$ cat src/rtl/pcx_pkg.sv
package pcx_pkg;

    localparam int unsigned SEL_LSB = 11;
    localparam int unsigned DEV_W   = 5;
    localparam int unsigned FUN_W   = 3;
    localparam int unsigned REG_W   = 6;

    typedef enum logic [1:0] {
        SZ_BYTE = 2'd0,
        SZ_HALF = 2'd1,
        SZ_WORD = 2'd2,
        SZ_RSVD = 2'd3
    } acc_size_e;

    typedef struct packed {
        logic             ok;
        logic             t1;
        logic             nosel;
        logic             misal;
        logic             wr;
        logic [31:0]      addr;
        logic [31:0]      dflt;
    } xlate_res_t;

    function automatic logic [31:0] ones_for_size(acc_size_e sz);
        case (sz)
            SZ_BYTE: return 32'h0000_00FF;
            SZ_HALF: return 32'h0000_FFFF;
            default: return 32'hFFFF_FFFF;
        endcase
    endfunction

endpackage

$ cat src/rtl/pcx_lsb_find.sv
module pcx_lsb_find #(
    parameter int unsigned W  = 21,
    parameter int unsigned IW = 5
) (
    input  logic [W-1:0]  vec,
    output logic [IW-1:0] idx,
    output logic          found
);
    // descending scan: the last hit written is the lowest set bit
    always_comb begin
        idx   = '0;
        found = 1'b0;
        for (int i = W - 1; i >= 0; i--) begin
            if (vec[i]) begin
                idx   = IW'(i);
                found = 1'b1;
            end
        end
    end
endmodule

$ cat src/rtl/pcx_align_chk.sv
module pcx_align_chk
    import pcx_pkg::*;
(
    input  acc_size_e  size,
    input  logic [1:0] lo,
    output logic       bad
);
    always_comb begin
        case (size)
            SZ_BYTE: bad = 1'b0;
            SZ_HALF: bad = lo[0];
            SZ_WORD: bad = |lo;
            default: bad = 1'b1;
        endcase
    end
endmodule

$ cat src/rtl/pcx_pack.sv
module pcx_pack
    import pcx_pkg::*;
#(
    parameter int unsigned ADDR_W = 32,
    parameter int unsigned BUS_W  = 8
) (
    input  logic [BUS_W-1:0]  bus,
    input  logic [DEV_W-1:0]  dev,
    input  logic [FUN_W-1:0]  fun,
    input  logic [REG_W-1:0]  regno,
    output logic [ADDR_W-1:0] addr
);
    localparam int unsigned LOW_W = DEV_W + FUN_W + REG_W + 2;
    localparam int unsigned PAD_W = ADDR_W - 1 - BUS_W - LOW_W;

    assign addr = {1'b1, {PAD_W{1'b0}}, bus, dev, fun, regno, 2'b00};
endmodule

$ cat src/rtl/pcicfg_xlate.sv
module pcicfg_xlate
    import pcx_pkg::*;
#(
    parameter int unsigned OFS_W  = 16,
    parameter int unsigned MAP_W  = 16,
    parameter int unsigned BUS_W  = 8
) (
    input  logic              clk,
    input  logic              rst,
    input  logic              req_valid,
    input  logic              req_write,
    input  logic [1:0]        req_size,
    input  logic [OFS_W-1:0]  req_offset,
    input  logic [MAP_W-1:0]  map_hi,
    input  logic              map_type1,
    input  logic [BUS_W-1:0]  bus_num,
    output logic              rsp_valid,
    output logic              xlate_ok,
    output logic [31:0]       pci_addr,
    output logic              type1_rej,
    output logic              idsel_err,
    output logic              align_err,
    output logic [31:0]       dflt_rdata,
    output logic              wr_strobe,
    output logic              abort_clr
);
    localparam int unsigned ADDR_W = OFS_W + MAP_W;
    localparam int unsigned SEL_W  = ADDR_W - SEL_LSB;
    localparam int unsigned FUN_LO = 2 + REG_W;

    logic [ADDR_W-1:0] local_addr;
    logic [SEL_W-1:0]  sel_field;
    logic [DEV_W-1:0]  dev_num;
    logic              sel_found;
    logic              size_bad;
    logic [31:0]       packed_addr;
    acc_size_e         size_e;
    xlate_res_t        res_d;
    xlate_res_t        res_q;
    logic              vld_q;

    assign local_addr = {map_hi, req_offset};
    assign sel_field  = local_addr[ADDR_W-1:SEL_LSB];
    assign size_e     = acc_size_e'(req_size);

    pcx_lsb_find #(.W(SEL_W), .IW(DEV_W)) u_find (
        .vec   (sel_field),
        .idx   (dev_num),
        .found (sel_found)
    );

    pcx_align_chk u_align (
        .size (size_e),
        .lo   (req_offset[1:0]),
        .bad  (size_bad)
    );

    pcx_pack #(.ADDR_W(32), .BUS_W(BUS_W)) u_pack (
        .bus   (bus_num),
        .dev   (dev_num),
        .fun   (local_addr[FUN_LO+FUN_W-1:FUN_LO]),
        .regno (local_addr[FUN_LO-1:2]),
        .addr  (packed_addr)
    );

    always_comb begin
        res_d       = '0;
        res_d.t1    = map_type1;
        res_d.nosel = !map_type1 && !sel_found;
        res_d.misal = size_bad;
        res_d.ok    = !map_type1 && sel_found && !size_bad;
        res_d.wr    = req_write;
        res_d.addr  = res_d.ok ? packed_addr : '0;
        res_d.dflt  = (!res_d.ok && !req_write) ? ones_for_size(size_e) : '0;
    end

    always_ff @(posedge clk) begin
        if (rst) begin
            vld_q <= 1'b0;
            res_q <= '0;
        end else begin
            vld_q <= req_valid;
            res_q <= req_valid ? res_d : '0;
        end
    end

    assign rsp_valid  = vld_q;
    assign xlate_ok   = res_q.ok;
    assign pci_addr   = res_q.addr;
    assign type1_rej  = res_q.t1;
    assign idsel_err  = res_q.nosel;
    assign align_err  = res_q.misal;
    assign dflt_rdata = res_q.dflt;
    assign wr_strobe  = res_q.ok && res_q.wr;
    assign abort_clr  = res_q.ok;
endmodule

$ cat config.mk
export PLATFORM = sky130hd
export DESIGN_NAME = pcicfg_xlate
export DESIGN_NICKNAME = d
export VERILOG_FILES = /design/src/rtl/pcx_pkg.sv /design/src/rtl/pcx_lsb_find.sv /design/src/rtl/pcx_align_chk.sv /design/src/rtl/pcx_pack.sv /design/src/rtl/pcicfg_xlate.sv
export SDC_FILE = /design/constraint.sdc
export NUM_CORES = 1
export LEC_CHECK = 0
export BUFFER_PORTS_ARGS = -buffer_cell sky130_fd_sc_hd__buf_2
export CORE_MARGIN = 3
export CORE_UTILIZATION = 42
export DETAILED_ROUTE_END_ITERATION = 10
export GPL_TIMING_DRIVEN = 0
export PLACE_DENSITY = 0.77
export RECOVER_POWER = 50
export SLEW_MARGIN = 20
export SYNTH_ARGS = -nofsm -noshare
export SYNTH_HDL_FRONTEND = slang
export SYNTH_HIERARCHICAL = 1
export SYNTH_SLANG_ARGS = --single-unit
$ cat constraint.sdc
create_clock -name clk -period 1.6 [get_ports clk]
set_input_delay 0.32 -clock clk [delete_from_list [all_inputs] [get_ports clk]]
set_output_delay 0.32 -clock clk [all_outputs]
set_load 0.01 [all_outputs]
==> reports/summary.txt <==
switching power: 0.000512 W
synthesized area per cell: 8.78 µm²
Initial Util: 45.2%
first-pass GRT wire length: 6990 µm
CP bufs+invs: 3
Sw Ratio: 22.4%
fin cells: 467
vias per cell: 4.00
clk slew on worst S/H paths: 0.07 ns
root buf cell: clkbuf_8
Worst path depth: 8
Worst path max stage delay: 0.55 ns
Worst setup SP type: input port
Starting DRT DRC Count: 25
CTS tree: done
Synth Instances: 273
Seq cells post-synth: 41
pin count of the biggest net entering global routing: 17
setup total negative slack: 0 ns
final period utilization: 99.2%
Synth area leaders: dfxtp_1, buf_4, nor3_2, inv_1, nor2_1
adder-cell share of the synthesized area: 0%
sequential share of power: 46.0%
Num CTS Buffers: 5
Achievable Freq: 630 MHz
number of global-route vias before repair: 1684
DRT antenna net count: 0
Post-Route WL: 4540 µm
Internal: 0.00177 W
Hold Violations, Final: 0
IO Port Bufs: 100
dpl cells: 451
Min-Delay Endpoint: idsel_err
Post-Synth XOR/XNOR Area: 0%
Vias: 1866
# setup viols final: 0
Top Family by Delay on Critical Path: simple AND/OR/NAND/NOR gates
status: complete, no violations
worst hold stages: 2
diodes inserted: 0
CP required: 1.76 ns
min cycle time layout: 1.59 ns
Placement Rows: 26
Yosys cell types: 31
wire length per cell: 9.73 µm
Max Cap Viol: 0
clk sink count: 41
Worst Path Arrival: 1.75 ns
Cell Pwr Density: 690 mW/mm²
H-Tree Level Count: 2
detailed-route DRC error count: 0
HPWL after detailed placement: 3650 µm
Hold Crit Class: in2reg
Tot GR Track Use: 13.2%
worst hold slack: 0.229 ns
critical path, cell by cell: buf_6 -> or4_4 -> nor2_4 -> nand4_1 -> or3b_1 -> buf_6 -> clkbuf_16 -> nor3_2
Die H: 81.6 µm
Die ar.: 0.00665 mm²
Worst path slowest cell: or4_4
Mapped Area: 0.00240 mm²
Post-Synth Simple-Gate Area: 22.2%
Ys Warns: 6
share of layout cells above drive strength 1: 64.7%
most frequent cells in the layout: buf_4, buf_2, dfxtp_1
Yosys top cell by area: dfxtp_1
Layout area overhead: 38.1%
leading cell type in the layout, fill and taps excluded: buf_4
Comb pwr share: 18.1%
clk buf depth: 2
Synth Area in Compound Gates: 3.71%
chip width: 81.6 µm
VDD IR max: 0.000351 V
clock power share: 35.9%
total gr overflow: 0
main combinational cell family by area after synthesis: buffers and inverters
Nets: 443
Top-Level Pins: 118
CP Class: in2reg
crit path max fanout: 8
initial antenna violation count: 0
post-synth top area share: 34.2%
Hold Startpoint: map_type1
pins over their slew limit: 0
post-synthesis mux area share: 0%
Placeable Area: 0.00530 mm²
CP Capture Type: flip-flop
most frequent CP cell: buf_6
GPL Wtd Cong: 0.727
drt first pass iters: 4
Seq/Total Area, Yosys: 34.2%
standby leakage power: 1.85 nW
unrepaired setup endpoints after global routing: true
[layout make-up]
class / count / area, µm²
fillers: 454 / 1990
plain buffers: 106 / 823
flip-flops and latches: 41 / 821
multi-input cells: 94 / 722
repair buffers: 108 / 591
inverters: 40 / 150
well taps: 70 / 87.6
clock buffers: 7 / 86.3
clock inverters: 1 / 30.0
[timing repair]
action                     4_1_cts  5_1_grt
setup endpoints to repair       21       43
setup buffers                    7        0
cloned                           0        1
gates resized for setup          5       10
pin swaps                        1        0
hold buffers                     0        0
[power groups by stage]
stage,registers [W],clock network (W),logic [W]
after floorplan,0.00107,0,0.000252
after global placement,0.00107,0,0.000365
after detailed placement,0.00108,0,0.000370
after CTS,0.00105,0.000856,0.000393
after global routing,0.00105,0.000904,0.000454
final,0.00105,0.000821,0.000413
[worst max path at each step]
stage | startpoint | endpoint | slack [ns]
2_1_floorplan | map_hi[11] | pci_addr[11] | -0.08
3_3_place_gp | map_hi[11] | pci_addr[15] | -0.34
3_5_place_dp | map_hi[11] | pci_addr[14] | -0.35
4_1_cts | map_hi[11] | pci_addr[14] | 0.003
5_1_grt | map_hi[11] | dflt_rdata[30] | -0.10
6_report | map_hi[11] | pci_addr[13] | 0.01
[synth_stat cells]
library cell	n
nor3_2	27
a21boi_1	1
a2111oi_0	1
or3b_1	1
o311ai_0	1
nor3_1	9
buf_4	97
conb_1	2
or4_4	1
nand4_1	1
buf_2	4
o211a_1	1
nand2_1	2
buf_6	4
inv_1	40
nor4b_1	1
a22o_1	1
nand2b_1	1
o21ai_1	1
dfxtp_1	41
nor3b_1	2
and2_1	2
o21ai_0	1
a21oi_1	4
nor2_1	13
nor2b_1	2
nor3_4	2
clkbuf_1	1
nor4_1	6
nor4bb_1	1
o31ai_1	2
[stage by stage]
| step | power (W) | util [%] | setup WS (ns) | area [µm²] |
|---|---|---|---|---|
| finish | 0.00228 | 62.4 | 0.0124 | 3310 |
| global route | 0.00241 | 62.4 | -0.100 | 3310 |
| CTS | 0.00230 | 60.8 | 0.00341 | 3220 |
| detailed placement | 0.00144 | 57.2 | -0.352 | 3030 |
| global placement | 0.00144 | 57.2 | -0.341 | 3030 |
| floorplan | 0.00133 | - | -0.0787 | 2440 |
[layer usage]
layer	routed length, µm	track usage (%)	vias to the layer above	share of wire, %
met5	0	0	-	0
met1	1670	14.2	782	37
li1	-	-	994	-
met4	32	3.04	0	0.70
met3	510	3.62	2	11
met2	2330	25.4	88	51
[state kept, by name, indices dropped and copies added, names as in the netlist]
| register | flops |
|---|---|
| pci_addr | 32 |
| dflt_rdata | 3 |
| abort_clr | 1 |
| align_err | 1 |
| idsel_err | 1 |
| res_q | 1 |
| rsp_valid | 1 |
| type1_rej | 1 |
[cell families after synthesis]
family / Yosys count
flops: 41
buf+inv: 146
simple gates: 71
compound gates: 13
other cells: 2
Power figures use the tool's default switching activity.
